[src/rtl/chain_adc_reader.sv]
module chain_adc_reader #(
  parameter int N_DEV    = 3,
  parameter int WORD_W   = 16,
  parameter int HALF_DIV = 2,
  parameter int RDY_TMO  = 1000
) (
  input  logic                    clk,
  input  logic                    rst_n,
  input  logic                    start_i,
  input  logic                    sdi_i,
  output logic                    cnv_o,
  output logic                    sck_o,
  output logic                    busy_o,
  output logic [N_DEV*WORD_W-1:0] data_o,
  output logic                    valid_o,
  output logic                    err_o
);
  localparam int NBITS = N_DEV * WORD_W;
  localparam int NEDGE = NBITS + 1;
  localparam int HW    = $clog2(HALF_DIV + 1);
  localparam int EW    = $clog2(NEDGE + 1);
  localparam int TW    = $clog2(RDY_TMO + 1);

  typedef enum logic [1:0] {S_IDLE, S_LEAD, S_WAIT, S_SHIFT} st_t;

  st_t              st;
  logic             cnv_q, sck_q, valid_q, err_q, sdi_prev;
  logic [HW-1:0]    hcnt;
  logic [EW-1:0]    ecnt;
  logic [TW-1:0]    tcnt;
  logic [NBITS-1:0] shreg;

  wire half_done = (hcnt == HW'(HALF_DIV - 1));
  wire rdy_edge  = sdi_i & ~sdi_prev;

  always_ff @(posedge clk or negedge rst_n) begin
    if (!rst_n) begin
      st       <= S_IDLE;
      cnv_q    <= 1'b0;
      sck_q    <= 1'b0;
      valid_q  <= 1'b0;
      err_q    <= 1'b0;
      sdi_prev <= 1'b1;
      hcnt     <= '0;
      ecnt     <= '0;
      tcnt     <= '0;
      shreg    <= '0;
    end else begin
      sdi_prev <= sdi_i;
      valid_q  <= 1'b0;
      err_q    <= 1'b0;
      case (st)
        S_IDLE: if (start_i) begin
          sck_q <= 1'b1;
          hcnt  <= '0;
          st    <= S_LEAD;
        end
        S_LEAD: if (half_done) begin
          cnv_q <= 1'b1;
          tcnt  <= '0;
          st    <= S_WAIT;
        end else hcnt <= hcnt + 1'b1;
        S_WAIT: if (rdy_edge) begin
          hcnt <= '0;
          ecnt <= '0;
          st   <= S_SHIFT;
        end else if (tcnt == TW'(RDY_TMO - 1)) begin
          err_q <= 1'b1;
          cnv_q <= 1'b0;
          sck_q <= 1'b0;
          st    <= S_IDLE;
        end else tcnt <= tcnt + 1'b1;
        S_SHIFT: if (!half_done) hcnt <= hcnt + 1'b1;
        else begin
          hcnt <= '0;
          if (sck_q) begin
            sck_q <= 1'b0;
            shreg <= {shreg[NBITS-2:0], sdi_i};
            if (ecnt == EW'(NEDGE - 1)) begin
              cnv_q   <= 1'b0;
              valid_q <= 1'b1;
              st      <= S_IDLE;
            end else ecnt <= ecnt + 1'b1;
          end else sck_q <= 1'b1;
        end
        default: st <= S_IDLE;
      endcase
    end
  end

  assign cnv_o   = cnv_q;
  assign sck_o   = sck_q;
  assign busy_o  = cnv_q;
  assign valid_o = valid_q;
  assign err_o   = err_q;

  for (genvar k = 0; k < N_DEV; k++) begin : g_word
    assign data_o[k*WORD_W +: WORD_W] = shreg[(N_DEV-1-k)*WORD_W +: WORD_W];
  end

  p_cnv_rise_sck_high_r2: assert property (@(posedge clk) disable iff (!rst_n)
    $rose(cnv_q) |-> sck_q && $past(sck_q));
  p_no_fall_in_wait_r3: assert property (@(posedge clk) disable iff (!rst_n)
    (st == S_WAIT) |-> sck_q);
  p_edge_total_r4: assert property (@(posedge clk) disable iff (!rst_n)
    valid_q |-> $past(ecnt) == EW'(NEDGE - 1));
  p_valid_single_r6: assert property (@(posedge clk) disable iff (!rst_n)
    valid_q |=> !valid_q);
  p_valid_lines_low_r6: assert property (@(posedge clk) disable iff (!rst_n)
    valid_q |-> !cnv_q && !sck_q && $past(cnv_q));
  p_err_pulse_r8: assert property (@(posedge clk) disable iff (!rst_n)
    err_q |-> !cnv_q && !sck_q && !valid_q && $past(st == S_WAIT));
  p_start_ignored_r9: assert property (@(posedge clk) disable iff (!rst_n)
    (st != S_IDLE && start_i) |=> st != S_LEAD || $past(st == S_LEAD));
endmodule

[config.mk]
export PLATFORM = sky130hd
export DESIGN_NAME = chain_adc_reader
export DESIGN_NICKNAME = d
export VERILOG_FILES = /design/src/rtl/chain_adc_reader.sv
export SDC_FILE = /design/constraint.sdc
export NUM_CORES = 1
export LEC_CHECK = 0
export BUFFER_PORTS_ARGS = -buffer_cell sky130_fd_sc_hd__buf_4
export CAP_MARGIN = 20
export CORE_UTILIZATION = 56
export CTS_BUF_LIST = sky130_fd_sc_hd__clkbuf_4 sky130_fd_sc_hd__clkbuf_8 sky130_fd_sc_hd__clkbuf_16
export CTS_CLUSTER_SIZE = 40
export DETAILED_ROUTE_END_ITERATION = 8
export GPL_TIMING_DRIVEN = 0
export HOLD_SLACK_MARGIN = 0.1
export PLACE_DENSITY = 0.82
export SLEW_MARGIN = 20
export SYNTH_ARGS = -nofsm -noshare
export SYNTH_HDL_FRONTEND = slang
export SYNTH_SLANG_ARGS = --single-unit
[constraint.sdc]
create_clock -name clk -period 2.32 [get_ports clk]
set_input_delay 0.116 -clock clk [delete_from_list [all_inputs] [get_ports clk]]
set_output_delay 0.116 -clock clk [all_outputs]
set_load 0.05 [all_outputs]
==> Word level (Yosys, flattened, before mapping) <==
Index checks and enable logic that the tools add are counted.
Widths: inputs -> output; s select.
{ "classes": {"n_mux": 40, "n_addsub": 3, "reduce_logical": 12, "n_bitwise": 2, "n_eq_ne": 18} }
{ "ops": {"columns": ["cell", "n"], "rows": [
  ["$mux 10", 3],
  ["$mux 6", 4],
  ["$mux 2", 11],
  ["$ne 2x2->1 const B", 11],
  ["$pmux 10 s2", 1],
  ["$mux 1", 16],
  ["$pmux 2 s4", 2],
  ["$pmux 6 s2", 1],
  ["$add 10x1->10 const B", 1],
  ["$eq 10x10->1 const B", 1],
  ["$reduce_and 5->1", 2],
  ["$reduce_and 7->1", 1],
  ["$add 6x1->6 const B", 1],
  ["$eq 6x6->1 const B", 1],
  ["$pmux 1 s3", 2],
  ["$reduce_and 3->1", 2],
  ["$reduce_and 6->1", 1],
  ["$reduce_bool 3->1", 2],
  ["$eq 2x1->1 const B", 2],
  ["$eq 2x2->1 const B", 2],
  ["$reduce_and 4->1", 1],
  ["$reduce_bool 2->1", 2],
  ["$ne 3x3->1 const B", 1],
  ["$add 2x1->2 const B", 1],
  ["3 further kinds", 3]
]} }
{ "word_totals": {"reg_bits": 73, "word_cells": 85, "out_inout_bits": 53} }

==> Longest topological paths before layout <==
Gate-level depths: netlist of run 1.
{ "depth": {"word_depth": 5, "mapped_depth": 8} }

==> Worst setup path before layout of run 1 <==
Ideal clock, no wire load.
{ "synth_path": {"kind": "flip-flop to flip-flop", "from": "register st[1]", "to": "register shreg[27]", "path_stages_with_launch": 7, "synth_period_minus_slack_ns": 1.764, "path_slack_ns": 0.556, "n_path_buf": 3, "arrival_ns": 1.639, "setup_time_ns": 0.125, "path_cell_list": "dfrtp_1 -> ha_1 -> buf_2 -> nand3_1 -> buf_2 -> buf_2 -> mux2_2"} }
{ "synth_via": {"elab_chain_len": 2} }
{ "synth_rtl": {"columns": ["item", "line", "text"], "rows": [
  ["start: declaration", "26", "st_t st;"],
  ["start signal: assignment", "38", "st <= S_IDLE;"],
  ["start signal: assignment", "56", "st <= S_LEAD;"],
  ["start signal: assignment", "61", "st <= S_WAIT;"],
  ["$eq 2x2->1", "52", "case (st)"],
  ["$reduce_and 3->1 (no line)", null, null],
  ["end signal: assignment", "78", "shreg <= {shreg[NBITS-2:0], sdi_i};"],
  ["end: declaration", "31", "logic [NBITS-1:0] shreg;"]
]} }
No other way between the ends.
A chain may end at the register's enable or synchronous reset.

==> Worst setup path in the final report of run 1 <==
{ "layout_path": {"from": "register st[1]", "to": "register shreg[46]"} }
Same word-level chain as after synthesis.

==> results.json, run 1 <==
{
  "period_needed_ps": 2047,
  "start_util": 0.5908,
  "r2r-end": "shreg[46]$_DFFE_PN0P_",
  "crit_family": "buffers and inverters",
  "drc_errors": 0,
  "grt_first_pass_wirelength_um": 10230,
  "cts_tree": "done",
  "endpoint": "shreg[46]$_DFFE_PN0P_",
  "dieArea_mm2": 0.006228,
  "hold_viol_final": 0,
  "ys_ff_latch": 73,
  "ys_async_sr_fraction": 1.000,
  "cts_htree_levels": 3,
  "syn_nets": 282,
  "synth-main-ff-cell": "dfrtp_1",
  "cp-end-kind": "flop",
  "clock.fmax_mhz": 488.4,
  "ys_top_cells_by_count": "dfrtp_1, mux2_2, nand2_1",
  "r2r.worst_path.cells": 6,
  "cpMostUsedCell": "buf_2",
  "tightestPinTransition_ps": 867.1,
  "dpl_worst_slack_ps": 304.2,
  "tns_ps": 0,
  "ctsResizeCount": 0,
  "p_total_uw": 3752,
  "clkSinkCount": 73,
  "clockBufferDepth": 2,
  "finalWirelength_um": 5928,
  "syn_inst": 268,
  "gp_congestion": 0.8302,
  "rrSetupSlack_ps": 270,
  "setup-violations-final": 0,
  "synth_cell_type_count": 41,
  "first_pass_iters": 4,
  "wl_per_cell_um": 14.35,
  "cp_num_buf_inv": 3,
  "rsz0062_at_grt": "false",
  "synth_area_mm2": 0.003313,
  "start_kind": "flop",
  "track_usage": 0.2126,
  "clkTransAtPathRegs_ps": 80,
  "syn_to_final_growth_pct": 22.51,
  "nets": 351,
  "slew_headroom": 0.4219,
  "yosysMostFrequentCell": "dfrtp_1",
  "cp-startpoint": "st[1]$_DFFE_PN0P_",
  "grt_pass1_vias": 2230,
  "fin_crit_sh": 0.8825,
  "cp_max_fo": 10,
  "worstPathCellList": "ha_1 > buf_2 > nand3_1 > buf_2 > buf_2 > mux2_2",
  "p_leak_uw": 0.002058,
  "num_vias": 2283,
  "worst_path_max_delay_cell": "dfrtp_1",
  "fin_skew_ps": 11.20,
  "cts_inserted_buffers": 9,
  "dpl.hpwl_um": 4168,
  "power_density_mw_per_mm2": 924.4,
  "drv_slew": 0,
  "rows": 27,
  "drt-initial-drc-count": 94,
  "post-cts-setup-buffers": 0,
  "viasPerCell": 5.528,
  "cts-hold-fix-buffers": 2,
  "setup_ws_ps": 272.5,
  "hp-class": "input pin to flop",
  "n_antenna_cell": 0,
  "core_area_mm2": 0.005608,
  "die_x_um": 78.92,
  "synth.avg_cell_area_um2": 12.36,
  "root_buffer": "clkbuf_8",
  "synth_edf_count": 0,
  "yosysWarningCount": 0,
  "clock_latency_ps": 340,
  "netlist.area_leader.share": 0.5438,
  "cpPeakStageDelay_ps": 430,
  "drive_above_1_share": 0.4018,
  "fill_cells": 410,
  "yosys.area.top_type": "dfrtp_1",
  "drtAntennaViolNets": 0,
  "cap_violations": 0,
  "critPathKind": "flop to flop",
  "grt_max_degree": 74,
  "peakVddDrop_mv": 0.6411,
  "ys_seq_area_frac": 0.5517,
  "instances_no_fill": 413,
  "io_buffers": 56,
  "dp.cells": 396,
  "cp.depth": 6,
  "crit_arrival_ps": 2280,
  "r2r_start": "st[1]$_DFFE_PN0P_",
  "die_h_um": 78.92,
  "cp.required_ps": 2550,
  "ios": 57,
  "synthTopCellsByArea": "dfrtp_1, mux2_2, ha_1",
  "grt_antenna_before_repair": 0,
  "gr-total-overflow": 0,
  "outcome": "completed"
}
-- sequential cells by signal, indices dropped and copies added (netlist names) --
name / cells
busy_o: 1
ecnt: 6
err_o: 1
hcnt: 2
sck_o: 1
sdi_prev: 1
shreg: 48
st: 2
tcnt: 10
valid_o: 1
-- logic make-up (layout without fill, tap and decap cells) --
logic type                 after synthesis  count (layout)  share of synthesized area
DFF                                     73              73                     0.5517
and+or+nand+nor                         72              72                     0.1295
muxes                                   53              53                     0.1786
AOI/OAI and AO/OA                       30              30                    0.05627
buffers and inverters                   24              97                    0.03021
adders and majority gates               10              10                    0.03776
xor gates and xnor gates                 6               6                    0.01586
-- through the flow --
step | utilization | hold slack [ps] | instance area [um2]
after detailed placement | 0.6818 | 258.2 | 3824
final | 0.7238 | 317.5 | 4059
after CTS | 0.7238 | 311.9 | 4059
after floorplan | - | -179.6 | 3313
after global routing | 0.7238 | 326.4 | 4059
after global placement | 0.6818 | 259.7 | 3824
-- power breakdown --
group          switching (uW)  internal (uW)  leakage [uW]  total [uW]
Combinational             703            428      0.000951        1130
Sequential                134           1410      0.000997        1540
Clock                     470            607      0.000110        1080
-- how the worst min path moves through the flow --
stage / startpoint / to / slack, ps / cells past startpoint
CTS: start_i / st[1]$_DFFE_PN0P_ / 310 / 4
finish: start_i / st[1]$_DFFE_PN0P_ / 320 / 4
global placement: sdi_i / sdi_prev$_DFF_PN1_ / 260 / 1
detailed placement: sdi_i / sdi_prev$_DFF_PN1_ / 260 / 1
floorplan: rst_n / busy_o$_DFFE_PN0P_ / -180 / 0
global route: start_i / st[1]$_DFFE_PN0P_ / 330 / 4
-- final cells by class --
type                            count  area, um2  area share
Sequential cell                    73       1828      0.4504
Buffer                             10      47.55     0.01171
Timing Repair Buffer               58      440.4      0.1085
Tap cell                           72      90.09     0.02219
Inverter                           14      52.55     0.01295
Multi-Input combinational cell    171       1385      0.3412
Clock inverter                      6      91.34     0.02250
Clock buffer                        9      123.9     0.03052
-- metal layers --
| layer | GRT usage | share of wire | vias up |
|---|---|---|---|
| met5 | 0 | 0 | - |
| met4 | 0.09818 | 0.020 | 0 |
| met3 | 0.03563 | 0.046 | 12 |
| met2 | 0.3322 | 0.47 | 60 |
| met1 | 0.2921 | 0.46 | 1125 |
| li1 | - | - | 1086 |
-- worst register-to-register path, delay by kind of cell (launching register included) --
family,cells,cell delay (ps)
mux,1,370
simple gates,1,190
flops,1,430
fa+ha+maj,1,210
buf+inv,3,750
-- cell usage in the layout (no fill, tap or decap), types with 2 or more instances in the layout --
master,synthesis,layout
nor3_1,5,5
clkbuf_8,0,9
clkbuf_1,2,2
buf_2,5,5
inv_1,14,14
nor2b_1,2,2
o21ai_0,12,12
dfrtp_1,72,72
inv_6,0,2
bufinv_16,0,2
buf_4,1,57
xnor2_1,6,6
and3_1,3,3
a21oi_1,8,8
buf_1,2,2
ha_1,10,10
mux2i_1,4,4
a22oi_1,2,2
nand3_1,7,7
mux2_2,49,49
dlygate4sd3_1,0,2
nor4_1,7,7
nand2b_1,4,4
nand4b_4,2,2
nor2_1,15,15
nand2_1,17,17
Note: power is estimated with default switching activity, not from simulation.
==> run 2: changes to the inputs <==
- CTS_CLUSTER_DIAMETER: unset -> 100
- PLACE_DENSITY: 0.82 -> unset
- PLACE_DENSITY_LB_ADDON: unset -> 0.12
==> results.json, run 2 (same netlist as run 1, synthesis figures left out) <==
{
  "first_pass_iters": 4,
  "nets": 351,
  "final_cell_mix": "dfrtp_1, buf_4, mux2_2",
  "die_x_um": 78.92,
  "gp_congestion": 0.8356,
  "cts_inserted_buffers": 9,
  "drc_errors": 0,
  "dieArea_mm2": 0.006228,
  "fill_cells": 415,
  "cpPeakStageDelay_ps": 430,
  "cts_htree_levels": 3,
  "critPathKind": "flop to flop",
  "root_buffer": "clkbuf_8",
  "clock_latency_ps": 340,
  "gr-total-overflow": 0,
  "grt_first_pass_wirelength_um": 9949,
  "worstPathCellList": "ha_1 > buf_2 > nand3_1 > buf_2 > buf_2 > mux2_2",
  "p_total_uw": 3562,
  "grt_max_degree": 74,
  "crit_family": "buffers and inverters",
  "p_leak_uw": 0.002040,
  "grt_pass1_vias": 2132,
  "drtAntennaViolNets": 0,
  "cts_tree": "done",
  "top_register": "shreg",
  "core_area_mm2": 0.005608,
  "rsz0062_at_grt": "false",
  "viasPerCell": 5.309,
  "peakVddDrop_mv": 0.6392,
  "finalWirelength_um": 5949,
  "grt_antenna_before_repair": 0,
  "cp_max_fo": 10,
  "hp-class": "input pin to flop",
  "track_usage": 0.2123,
  "power_density_mw_per_mm2": 886.0,
  "slew_headroom": 0.4050,
  "final_common_cell": "dfrtp_1",
  "largest_reg_flops": 48,
  "dpl.hpwl_um": 4170,
  "clockBufferDepth": 2,
  "outcome": "completed",
  "final_util": 0.7169,
  "syn_to_final_growth_pct": 21.34,
  "fin_skew_ps": 5.979,
  "fin_crit_sh": 0.8681,
  "drt-initial-drc-count": 86,
  "start_kind": "flop",
  "wl_per_cell_um": 14.37,
  "drive_above_1_share": 0.4035,
  "period_needed_ps": 2014,
  "worst_path_max_delay_cell": "dfrtp_1",
  "cp.required_ps": 2550,
  "crit_arrival_ps": 2240,
  "reg.largest.list": "shreg (48), tcnt (10), ecnt (6)",
  "num_vias": 2198,
  "holdWs_ps": 331.3,
  "clock.fmax_mhz": 496.5,
  "start_util": 0.5908,
  "drv_slew": 0,
  "die_h_um": 78.92,
  "io_buffers": 56,
  "tightestPinTransition_ps": 892.5,
  "hold_viol_final": 0,
  "cpMostUsedCell": "buf_2",
  "rrSetupSlack_ps": 310,
  "ios": 57,
  "stdcell_area_mm2": 0.004020,
  "cp_num_buf_inv": 3,
  "cap_violations": 0,
  "clkSinkCount": 73,
  "ctsResizeCount": 0,
  "clkTransAtPathRegs_ps": 70,
  "tns_ps": 0,
  "post_dp_cell_area_mm2": 0.003824,
  "rows": 27,
  "setup-violations-final": 0,
  "n_antenna_cell": 0,
  "cp-end-kind": "flop"
}
-- run 2: routing by layer --
layer,routed length (um),global-route usage
met1,2761,0.2782
met2,2813,0.3330
met3,266,0.05287
met4,107,0.1000
met5,0,0
-- run 2: report_power, final --
part | internal, uW | switching, uW | leakage (uW) | total, uW
clock network | 425 | 459 | 0.0000925 | 885
logic | 430 | 698 | 0.000951 | 1130
registers | 1410 | 138 | 0.000997 | 1550
total | 2270 | 1300 | 0.00204 | 3560
-- run 2: area by class of cell --
type,count,area (um2),area share
Sequential cell,73,1828,0.4547
Multi-Input combinational cell,171,1385,0.3445
Timing Repair Buffer,58,440.4,0.1096
Clock buffer,11,145.1,0.03610
Tap cell,72,90.09,0.02241
Inverter,14,52.55,0.01307
Buffer,10,47.55,0.01183
Clock inverter,5,31.28,0.007781
-- run 2: final timing paths --
kind	cells past startpoint	endpoint	start
max	6	shreg[29]$_DFFE_PN0P_	st[1]$_DFFE_PN0P_
min in group asynchronous	2	shreg[43]$_DFFE_PN0P_	rst_n
min	4	st[1]$_DFFE_PN0P_	start_i
max in group asynchronous	2	tcnt[0]$_DFFE_PN0P_	rst_n
min reg2reg	1	shreg[47]$_DFFE_PN0P_	shreg[47]$_DFFE_PN0P_
max reg2reg	6	shreg[29]$_DFFE_PN0P_	st[1]$_DFFE_PN0P_
-- run 2: metrics by stage --
step                      worst slack (ps)  cells
after global routing                 92.76    414
after global placement               320.8    396
after detailed placement             297.1    396
after CTS                            285.4    414
after floorplan                      556.4    268
final                                306.0    414
-- run 2: repair_timing --
item	in CTS	in global routing
buffers inserted	0	0
hold endpoints to repair	74	0
hold buffers	2	0
-- run 2: worst register-to-register path: stages (launching register included) --
cell	delay, ps
dfrtp_1	430
ha_1	200
buf_2	180
nand3_1	170
buf_2	260
buf_2	280
mux2_2	370
